File: src/rtl/spi_xfer_pkg.sv
package spi_xfer_pkg;
  typedef enum logic [1:0] {
    ST_IDLE   = 2'd0,
    ST_M_RUN  = 2'd1,
    ST_S_RUN  = 2'd2,
    ST_S_WAIT = 2'd3
  } xfer_state_e;
endpackage

File: src/rtl/spi_rate_gen.sv
module spi_rate_gen #(
  parameter int RATE_W = 3
) (
  input  logic              clk_i,
  input  logic              rst_ni,
  input  logic              run_i,
  input  logic [RATE_W-1:0] rate_i,
  output logic              tick_o
);
  localparam int CNT_W = (1 << RATE_W) + 1;

  logic [CNT_W-1:0] cnt_q;
  logic [CNT_W-1:0] lim;

  // half period = 2^(rate+1) cycles
  always_comb lim = (CNT_W'(2) << rate_i) - CNT_W'(1);
  assign tick_o = run_i && (cnt_q == lim);

  always_ff @(posedge clk_i or negedge rst_ni) begin
    if (!rst_ni)              cnt_q <= '0;
    else if (!run_i || tick_o) cnt_q <= '0;
    else                      cnt_q <= cnt_q + CNT_W'(1);
  end
endmodule

File: src/rtl/spi_sync_edge.sv
module spi_sync_edge #(
  parameter int   STAGES  = 2,
  parameter logic RST_VAL = 1'b0
) (
  input  logic clk_i,
  input  logic rst_ni,
  input  logic async_i,
  output logic level_o,
  output logic rise_o,
  output logic fall_o
);
  logic [STAGES-1:0] chain_q;
  logic              prev_q;

  always_ff @(posedge clk_i or negedge rst_ni) begin
    if (!rst_ni) begin
      chain_q <= {STAGES{RST_VAL}};
      prev_q  <= RST_VAL;
    end else begin
      chain_q <= {chain_q[STAGES-2:0], async_i};
      prev_q  <= chain_q[STAGES-1];
    end
  end

  assign level_o = chain_q[STAGES-1];
  assign rise_o  = level_o & ~prev_q;
  assign fall_o  = ~level_o & prev_q;
endmodule

File: src/rtl/spi_shifter.sv
module spi_shifter #(
  parameter int DATA_W = 8
) (
  input  logic              clk_i,
  input  logic              rst_ni,
  input  logic              load_i,
  input  logic [DATA_W-1:0] load_data_i,
  input  logic              sample_i,
  input  logic              in_bit_i,
  input  logic              shift_i,
  output logic              out_bit_o,
  output logic              last_o,
  output logic [DATA_W-1:0] rx_o
);
  localparam int CNT_W = $clog2(DATA_W + 1);

  logic [DATA_W-1:0] shreg_q;
  logic [CNT_W-1:0]  cnt_q;
  logic              open_w;

  assign open_w = (cnt_q != CNT_W'(DATA_W));
  assign last_o = sample_i && (cnt_q == CNT_W'(DATA_W - 1));

  always_ff @(posedge clk_i or negedge rst_ni) begin
    if (!rst_ni) begin
      shreg_q   <= '0;
      cnt_q     <= '0;
      out_bit_o <= 1'b0;
      rx_o      <= '0;
    end else if (load_i) begin
      shreg_q   <= load_data_i;
      cnt_q     <= '0;
      out_bit_o <= load_data_i[DATA_W-1];
    end else begin
      if (sample_i && open_w) begin
        shreg_q <= {shreg_q[DATA_W-2:0], in_bit_i};
        cnt_q   <= cnt_q + CNT_W'(1);
        if (last_o) rx_o <= {shreg_q[DATA_W-2:0], in_bit_i};
      end
      // sampled bits enter at the bottom; top bit is next to drive
      if (shift_i && open_w) out_bit_o <= shreg_q[DATA_W-1];
    end
  end
endmodule

File: src/rtl/spi_xfer_engine.sv
module spi_xfer_engine
  import spi_xfer_pkg::*;
#(
  parameter int DATA_W      = 8,
  parameter int RATE_W      = 3,
  parameter int SYNC_STAGES = 2
) (
  input  logic              clk_i,
  input  logic              rst_ni,
  input  logic              master_en_i,
  input  logic              cpol_i,
  input  logic              cpha_i,
  input  logic [RATE_W-1:0] rate_i,
  input  logic              start_i,
  input  logic [DATA_W-1:0] tx_data_i,
  input  logic              mi_i,
  input  logic              si_i,
  input  logic              sck_i,
  input  logic              ss_ni,
  output logic [DATA_W-1:0] rx_data_o,
  output logic              done_o,
  output logic              busy_o,
  output logic              mo_o,
  output logic              so_o,
  output logic              sck_o,
  output logic              sck_oe_o,
  output logic              so_oe_o
);
  localparam int EDGE_W    = $clog2(2 * DATA_W);
  localparam int LAST_EDGE = 2 * DATA_W - 1;

  xfer_state_e       state_q;
  logic              sck_q;
  logic [EDGE_W-1:0] edge_q;
  logic              done_q;

  logic m_tick, m_lead, m_sample, m_shift;
  logic s_lvl_sck, s_rise, s_fall;
  logic ss_lvl, ss_rise, ss_fall;
  logic s_lead, s_trail, s_act, s_sample, s_shift;
  logic [SYNC_STAGES-1:0] si_dly_q;
  logic start_ok, s_begin, load, sample, shift, in_bit, out_bit, last;

  spi_rate_gen #(.RATE_W(RATE_W)) u_rate (
    .clk_i  (clk_i),
    .rst_ni (rst_ni),
    .run_i  (state_q == ST_M_RUN),
    .rate_i (rate_i),
    .tick_o (m_tick)
  );

  spi_sync_edge #(.STAGES(SYNC_STAGES), .RST_VAL(1'b0)) u_sck_sync (
    .clk_i   (clk_i),
    .rst_ni  (rst_ni),
    .async_i (sck_i),
    .level_o (s_lvl_sck),
    .rise_o  (s_rise),
    .fall_o  (s_fall)
  );

  spi_sync_edge #(.STAGES(SYNC_STAGES), .RST_VAL(1'b1)) u_ss_sync (
    .clk_i   (clk_i),
    .rst_ni  (rst_ni),
    .async_i (ss_ni),
    .level_o (ss_lvl),
    .rise_o  (ss_rise),
    .fall_o  (ss_fall)
  );

  // data path delayed to match the clock synchronizer
  always_ff @(posedge clk_i or negedge rst_ni) begin
    if (!rst_ni) si_dly_q <= '0;
    else         si_dly_q <= {si_dly_q[SYNC_STAGES-2:0], si_i};
  end

  // master edge decode: even edge index = leading
  assign m_lead   = ~edge_q[0];
  assign m_sample = m_tick &  (m_lead ^ cpha_i);
  assign m_shift  = m_tick & ~(m_lead ^ cpha_i);

  // slave edge decode
  assign s_lead   = cpol_i ? s_fall : s_rise;
  assign s_trail  = cpol_i ? s_rise : s_fall;
  assign s_act    = (state_q == ST_S_RUN) && !ss_lvl && !master_en_i;
  assign s_sample = s_act && (cpha_i ? s_trail : s_lead);
  assign s_shift  = s_act && (cpha_i ? s_lead : s_trail);

  assign start_ok = (state_q == ST_IDLE) && master_en_i && start_i;
  assign s_begin  = (state_q == ST_IDLE) && !master_en_i && ss_fall;
  assign load     = start_ok || s_begin;
  assign sample   = m_sample || s_sample;
  assign shift    = m_shift || s_shift;
  assign in_bit   = master_en_i ? mi_i : si_dly_q[SYNC_STAGES-1];

  spi_shifter #(.DATA_W(DATA_W)) u_shift (
    .clk_i       (clk_i),
    .rst_ni      (rst_ni),
    .load_i      (load),
    .load_data_i (tx_data_i),
    .sample_i    (sample),
    .in_bit_i    (in_bit),
    .shift_i     (shift),
    .out_bit_o   (out_bit),
    .last_o      (last),
    .rx_o        (rx_data_o)
  );

  always_ff @(posedge clk_i or negedge rst_ni) begin
    if (!rst_ni) begin
      state_q <= ST_IDLE;
      sck_q   <= 1'b0;
      edge_q  <= '0;
      done_q  <= 1'b0;
    end else begin
      done_q <= 1'b0;
      unique case (state_q)
        ST_IDLE: begin
          if (start_ok) begin
            state_q <= ST_M_RUN;
            sck_q   <= cpol_i;
            edge_q  <= '0;
          end else if (s_begin) begin
            state_q <= ST_S_RUN;
          end
        end
        ST_M_RUN: begin
          if (!master_en_i) begin
            state_q <= ST_IDLE;
          end else if (m_tick) begin
            sck_q  <= ~sck_q;
            edge_q <= edge_q + EDGE_W'(1);
            if (edge_q == EDGE_W'(LAST_EDGE)) begin
              done_q  <= 1'b1;
              state_q <= ST_IDLE;
            end
          end
        end
        ST_S_RUN: begin
          if (master_en_i || ss_lvl) begin
            state_q <= ST_IDLE;
          end else if (last) begin
            done_q  <= 1'b1;
            state_q <= ST_S_WAIT;
          end
        end
        ST_S_WAIT: begin
          if (master_en_i || ss_lvl) state_q <= ST_IDLE;
        end
        default: state_q <= ST_IDLE;
      endcase
    end
  end

  assign done_o   = done_q;
  assign busy_o   = (state_q == ST_M_RUN) || (state_q == ST_S_RUN);
  assign sck_o    = (state_q == ST_M_RUN) ? sck_q : cpol_i;
  assign sck_oe_o = master_en_i;
  assign mo_o     = master_en_i & out_bit;
  assign so_o     = ~master_en_i & out_bit;
  assign so_oe_o  = ~master_en_i & ~ss_lvl;
endmodule

File: config.mk
export PLATFORM = sky130hd
export DESIGN_NAME = spi_xfer_engine
export DESIGN_NICKNAME = d
export VERILOG_FILES = /design/src/rtl/spi_xfer_pkg.sv /design/src/rtl/spi_rate_gen.sv /design/src/rtl/spi_sync_edge.sv /design/src/rtl/spi_shifter.sv /design/src/rtl/spi_xfer_engine.sv
export SDC_FILE = /design/constraint.sdc
export NUM_CORES = 1
export LEC_CHECK = 0
export ABC_CLOCK_PERIOD_IN_PS = 3530
export CELL_PAD_IN_SITES_DETAIL_PLACEMENT = 1
export CELL_PAD_IN_SITES_GLOBAL_PLACEMENT = 1
export CORE_ASPECT_RATIO = 1.4
export CORE_UTILIZATION = 25
export DETAILED_ROUTE_END_ITERATION = 10
export DONT_BUFFER_PORTS = 1
export PLACE_DENSITY_LB_ADDON = 0.1
export RECOVER_POWER = 100
export SKIP_LAST_GASP = 1
export SLEW_MARGIN = 0
export SYNTH_ARGS = -nofsm -noshare
export SYNTH_HDL_FRONTEND = slang
export SYNTH_SLANG_ARGS = --single-unit
File: constraint.sdc
create_clock -name clk_i -period 3.53 [get_ports clk_i]
set_clock_uncertainty 0.2 [all_clocks]
set_input_delay 0.1765 -clock clk_i [delete_from_list [all_inputs] [get_ports clk_i]]
set_output_delay 0.1765 -clock clk_i [all_outputs]
set_load 0.02 [all_outputs]
* Word-level counts from Yosys, hierarchy flattened
Index checks and enable logic that the tools add are counted.
** Word-level totals
- Output and inout port bits :: 15
- Register bits after elaboration :: 46
- Word-level logic and storage cells :: 115
- Input bits :: 21
** Operators by class
- Multiplexer cells :: 36
- Shift operators :: 1
- Add/subtract/negate cells :: 4
- Equality and inequality tests :: 15
- Reduce and logical (&&, ||, !) cells :: 28
- Bitwise gates (word level) :: 17
** Operator list (count)
- $mux W4 :: 5
- $mux W1 :: 16
- $mux W2 :: 8
- $mux W8 :: 2
- $logic_and A1 B1 Y1 :: 12
- $add A9 B1 Y9 const B :: 1
- $eq A9 B9 Y1 :: 1
- $mux W9 :: 1
- $ne A3 B3 Y1 const B :: 3
- $shl A2 B3 Y9 const A :: 1
- $sub A9 B2 Y9 const B :: 1
- $add A4 B1 Y4 const B :: 2
- $and A1 B1 Y1 :: 8
- $ne A2 B2 Y1 const B :: 4
- $not A1 Y1 :: 8
- $pmux W2 S4 :: 1
- $pmux W4 S2 :: 1
- $logic_or A1 B1 Y1 :: 6
- $reduce_bool A2 Y1 :: 3
- $reduce_and A5 Y1 :: 1
- $eq A2 B2 Y1 const B :: 2
- $eq A4 B3 Y1 const B :: 1
- $eq A4 B4 Y1 const B :: 1
- $ne A4 B4 Y1 const B :: 1
- 8 further kinds :: 11

* Logic depth before layout (Yosys ltp)
- Depth in word-level cells :: 10
- Mapped depth :: 11

* By module
A second synthesis with hierarchy kept.
** Second synthesis, totals
- Cells, all modules :: 251
- Area total of the unflattened synthesis :: 2605.0 um^2
** By module, submodules not included
- spi_shifter :: cells each 90, instances 1, area each 1029.7 um^2
- spi_xfer_engine :: cells each 75, instances 1, area each 699.4 um^2
- spi_rate_gen :: cells each 76, instances 1, area each 691.9 um^2
- spi_sync_edge at u_ss_sync :: cells each 5, instances 1, area each 93.8 um^2
- spi_sync_edge at u_sck_sync :: cells each 5, instances 1, area each 90.1 um^2

* Worst setup path after synthesis
No wires, ideal clock.
- Path kind :: input -> register
- Start point :: input rate_i[2]
- End point :: register u_shift.rx_o[1]
- Setup slack :: 0.523 ns
- Required time :: 3.205 ns
- Data arrival time :: 2.682 ns
- Stages :: 9
- Setup time :: 0.125 ns
- Path buffers :: 1
- Cells stage by stage :: buf_2 or3_1 ha_1 nor3b_1 or4_4 a2111oi_4 a21bo_4 nand3_4 mux2_2
** On the way
- Word-level cells in the longest chain between the ends :: 8
- Elaborated cells between the ends (all ways) :: 9
- Classes of those cells :: 1 x add/sub; 1 x eq/ne; 1 x shift; 1 x bitwise; 5 x reduce/logical
** Ends and longest elaborated chain
- start: declaration :: line spi_xfer_engine.sv:13 : input logic [RATE_W-1:0] rate_i,
- $shl A2 B3 Y9 (*) :: line spi_rate_gen.sv:16 : always_comb lim = (CNT_W'(2) << rate_i) - CNT_W'(1);
- $sub A9 B2 Y9 (*) :: line spi_rate_gen.sv:16
- $eq A9 B9 Y1 (*) :: line spi_rate_gen.sv:17 : assign tick_o = run_i && (cnt_q == lim);
- $logic_and A1 B1 Y1 (*) :: line spi_rate_gen.sv:17
- $and A1 B1 Y1 (*) :: line spi_xfer_engine.sv:78 : assign m_sample = m_tick & (m_lead ^ cpha_i);
- $logic_or A1 B1 Y1 (*) :: line spi_xfer_engine.sv:91 : assign sample = m_sample || s_sample;
- $logic_and A1 B1 Y1, on equally long branches :: line spi_shifter.sv:22, spi_shifter.sv:35
- $reduce_and A3 Y1 (no source line) (*)
- end signal: assignment :: line spi_shifter.sv:38 : if (last_o) rx_o <= {shreg_q[DATA_W-2:0], in_bit_i};
- end: declaration :: line spi_shifter.sv:13 : output logic [DATA_W-1:0] rx_o
Every way passes the cells marked *; elsewhere a longest branch is shown, timed or not.
A chain may end at the register's enable or synchronous reset.

* Final worst setup path
- Start point :: register u_rate.cnt_q[1]
- End point :: register u_shift.shreg_q[5]
** On the way
- Word-level cells in the longest chain between the ends :: 6
** Ends and longest elaborated chain
- start: declaration :: line spi_rate_gen.sv:12 : logic [CNT_W-1:0] cnt_q;
- start signal: assignment :: line spi_rate_gen.sv:22 : else cnt_q <= cnt_q + CNT_W'(1);
- $eq A9 B9 Y1 :: line spi_rate_gen.sv:17
- $logic_and A1 B1 Y1 :: line spi_rate_gen.sv:17
- $and A1 B1 Y1 :: line spi_xfer_engine.sv:78
- $logic_or A1 B1 Y1 :: line spi_xfer_engine.sv:91
- $logic_and A1 B1 Y1 :: line spi_shifter.sv:35 : if (sample_i && open_w) begin
- $reduce_bool A2 Y1 (no source line)
- end signal: assignment :: line spi_shifter.sv:31 : shreg_q <= load_data_i;
- end signal: assignment :: line spi_shifter.sv:36 : shreg_q <= {shreg_q[DATA_W-2:0], in_bit_i};
- end: declaration :: line spi_shifter.sv:17 : logic [DATA_W-1:0] shreg_q;
Every way passes these cells.

==> run_results.csv <==
group,metric,value,unit
clock_tree,numCtsBuffers,5,
synthesis,synth_area_per_cell,9.643,sq um
final_layout,area_delta_synth_final,15.76,%
synthesis,synth_common_cells,"nor2_1 (44), dfrtp_1 (43), nand2_1 (23), o21ai_0 (12)",
setup_path,crit_arrival,3.01,ns
clock_tree,clock_insertion_delay_worst_skew,0.29,ns
timing,fmax,0.3314,GHz
min_path,hp-start,"start_i",
timing,finalHoldViolCount,0,
synthesis,ys_ff_latch,46,
clock_tree,cts_tree,"done",
global_route,grt_pass1_wl,11530,um
clock_tree,clockRootBuffer,"clkbuf_16",
synthesis,ys_async_sr_fraction,100.0,%
min_path,hold_class,"input port to flop",
global_route,grt_usage,13.02,%
routing,drc_errors,0,
routing,viasPerCell,4.745,
setup_path,slowest_delay,0.51,ns
final_layout,filler_cell_count,1233,
synthesis,synth_cell_type_count,54,
placement,place_area,2818,sq um
global_route,grt_pass1_vias,2283,
synthesis,ys_seq_area_share,42.77,%
synthesis,yosys_most_used_dff,"dfrtp_1",
job,cap_violations,1,
placement,dp_hpwl,4933,um
synthesis,syn-instance-count,280,
setup_path,path_cells,"or3_1 > a2111oi_2 > a2bb2oi_1 > a21bo_4 > nand2_1 > a221oi_1",
final_layout,layout.nets,323,
routing,vias,2050,
power,p_total,1746,uW
run_status,violations,"capacitance limit, slew limit",
setup_path,reg2reg_slack,0.51,ns
final_layout,num_antenna_cells,0,
routing,drtIter0Drc,58,
floorplan,ioPinCount,36,
setup_path,reg2reg_depth,6,
synthesis,syn_area,2700,sq um
floorplan,rows,44,
min_path,hold_path_end,"state_q[0]$_DFFE_PN0P_",
routing,routed_wl,6813,um
final_layout,fin_util,29.88,%
floorplan,die-height,125.0,um
placement,io_buffer_count,0,
synthesis,syn-num-nets,310,
floorplan,die-area,11230,sq um
floorplan,initial_utilization,25.81,%
setup_path,cp_slowest_cell,"a2bb2oi_1",
synthesis,synth-edff-count,0,
final_layout,instances_no_fill,432,
setup_path,worstSetupEndpointType,"flop",
min_path,whs_path_depth,3,
routing,drtAntennaViolNets,0,
synthesis,synth.most_common_cell,"nor2_1",
clock_tree,path_clk_slew,0.07,ns
floorplan,die_width,89.83,um
timing,post-route-min-period,3.018,ns
clock_tree,clk_path_buf_depth,2,
timing,final-max-slew-violation-count,47,
final_layout,drive_gt1_share,10.20,%
setup_path,cp_max_fo,14,
run_status,status,"finished, violations left",
final_layout,final_cell_area,3126,sq um
timing,worstMarginPinSlew,2.260,ns
power,p_leak,0.001290,uW
timing,relSlewSlack,-50.64,%
setup_path,reg2reg_to,"u_shift.shreg_q[5]$_DFFE_PN0P_",
power,peakVddDrop,0.2139,mV
setup_path,reg2reg_from,"u_rate.cnt_q[1]$_DFF_PN0_",
clock_tree,htreeDepth,2,
synthesis,ys_warn_count,0,
synthesis,yosys.area.top_type_share,39.85,%
timing,rsz0062_at_grt,"false",
setup_path,crit_required,3.52,ns
timing,period_share,85.49,%
timing,setup_violations,0,
setup_path,critPathKind,"flop to flop",
global_route,grt_remaining_overflow,0,
global_route,antenna_found_initial,0,
routing,dr.pass1.iters,4,
synthesis,synth.top_cells.by_area,"dfrtp_1 (40%), nor2_1 (6.1%), ha_1 (4.2%), mux2_2 (3.8%), mux2i_1 (3.3%)",
setup_path,worst_setup_path_start_kind,"flop",
placement,dp.cells,408,
placement,gp_congestion,0.6897,
routing,wl_per_cell,15.77,um
floorplan,coreArea,10460,sq um
power,powerDensity,558.5,nW/um^2
global_route,grt_max_degree,47,
clock_tree,clkSinkCount,46,
synthesis,synth.largest_area_cell,"dfrtp_1",
timing,tns,0,ns
-- worst max-delay path by stage --
stage | start | end | cells after the start
floorplan | rate_i[2] | u_shift.rx_o[1]$_DFFE_PN0P_ | 9
global placement | rate_i[2] | u_shift.rx_o[4]$_DFFE_PN0P_ | 8
detailed placement | rate_i[2] | u_shift.rx_o[3]$_DFFE_PN0P_ | 8
CTS | u_rate.cnt_q[1]$_DFF_PN0_ | u_shift.rx_o[5]$_DFFE_PN0P_ | 6
global route | rst_ni | u_rate.cnt_q[4]$_DFF_PN0_ | 2
finish | u_rate.cnt_q[1]$_DFF_PN0_ | u_shift.shreg_q[5]$_DFFE_PN0P_ | 6
-- critical path: cells and delay by family (launching register included) --
kind	cells	cell delay (ns)
compound gates	4	1.66
simple gates	2	0.63
flops	1	0.44
-- flip-flops by register name, summed over array words and instances, names as in the netlist, 2 cells and up --
register / cells
u_shift.rx_o: 8
u_shift.cnt_q: 4
u_ss_sync.chain_q: 2
edge_q: 4
u_rate.cnt_q: 9
u_shift.shreg_q: 8
u_sck_sync.chain_q: 2
si_dly_q: 2
state_q: 2
-- area by class of cell --
cell class                 instances  area (sq um)  area share [%]
multi-input combinational        211          1419           45.40
timing repair buffer              18         171.4           5.484
clock inverter                     2         37.54           1.201
sequential                        46          1155           36.95
inverter                          11         41.29           1.321
clock buffer                       6         128.9           4.123
tap                              138         172.7           5.524
-- report_power, final --
| part | switching (uW) | internal (uW) | total [uW] |
|---|---|---|---|
| Sequential | 79.8 | 620 | 699 |
| Clock | 213 | 335 | 547 |
| Combinational | 297 | 202 | 499 |
| Total | 590 | 1160 | 1750 |
-- cell usage in the layout, fill, tap and decap left out, drive strengths merged, types with 2 or more instances in the layout --
cell | synthesis | layout
nor2b | 2 | 2
mux2 | 9 | 9
a2111oi | 4 | 4
dfstp | 3 | 3
o21ai | 12 | 12
nand2b | 5 | 5
nand3 | 11 | 11
xor2 | 7 | 7
nand4 | 6 | 6
inv | 11 | 11
ha | 9 | 9
nor3b | 2 | 2
or2 | 3 | 3
mux2i | 9 | 9
nor2 | 44 | 44
a21oi | 11 | 11
nand2 | 24 | 24
nand3b | 4 | 4
and2 | 5 | 5
or4 | 2 | 2
xnor2 | 6 | 6
a21boi | 2 | 2
and3 | 4 | 4
or3 | 3 | 3
a211oi | 2 | 2
dlygate4sd3 | 0 | 15
a221oi | 7 | 7
a22o | 2 | 2
clkbuf | 5 | 7
dfrtp | 43 | 43
-- stage by stage --
step | setup slack [ns] | hold WS, ns
2_1_floorplan | 0.5232 | -0.3191
6_report | 0.5121 | 0.06974
3_5_place_dp | 0.3356 | -0.3178
5_1_grt | 0.1880 | 0.1026
3_3_place_gp | 0.3892 | -0.3179
4_1_cts | 0.4726 | 0.06637
-- cells by family after synthesis --
logic type / synth area share [%]
AOI/OAI and AO/OA: 15.34
DFF: 42.77
muxes: 7.090
buffers and inverters: 4.124
adders and majority gates: 4.171
xor gates and xnor gates: 4.217
and+or+nand+nor: 22.29
-- metal layers --
| metal | up-vias | global-route usage, % | routed length [um] |
|---|---|---|---|
| met1 | 1001 | 14.65 | 2920 |
| met4 | 0 | 5.207 | 128 |
| met3 | 10 | 2.311 | 180 |
| met2 | 32 | 24.07 | 3583 |
| li1 | 1007 | - | - |
| met5 | - | 0 | 0 |
-- what timing repair did --
| action | CTS | global route |
|---|---|---|
| endpoints found under the hold margin | 61 | 0 |
| buffers inserted | 0 | 0 |
| hold buffers | 16 | 0 |
| resized for setup | 0 | 0 |
Note: power is estimated with default switching activity, not from simulation.
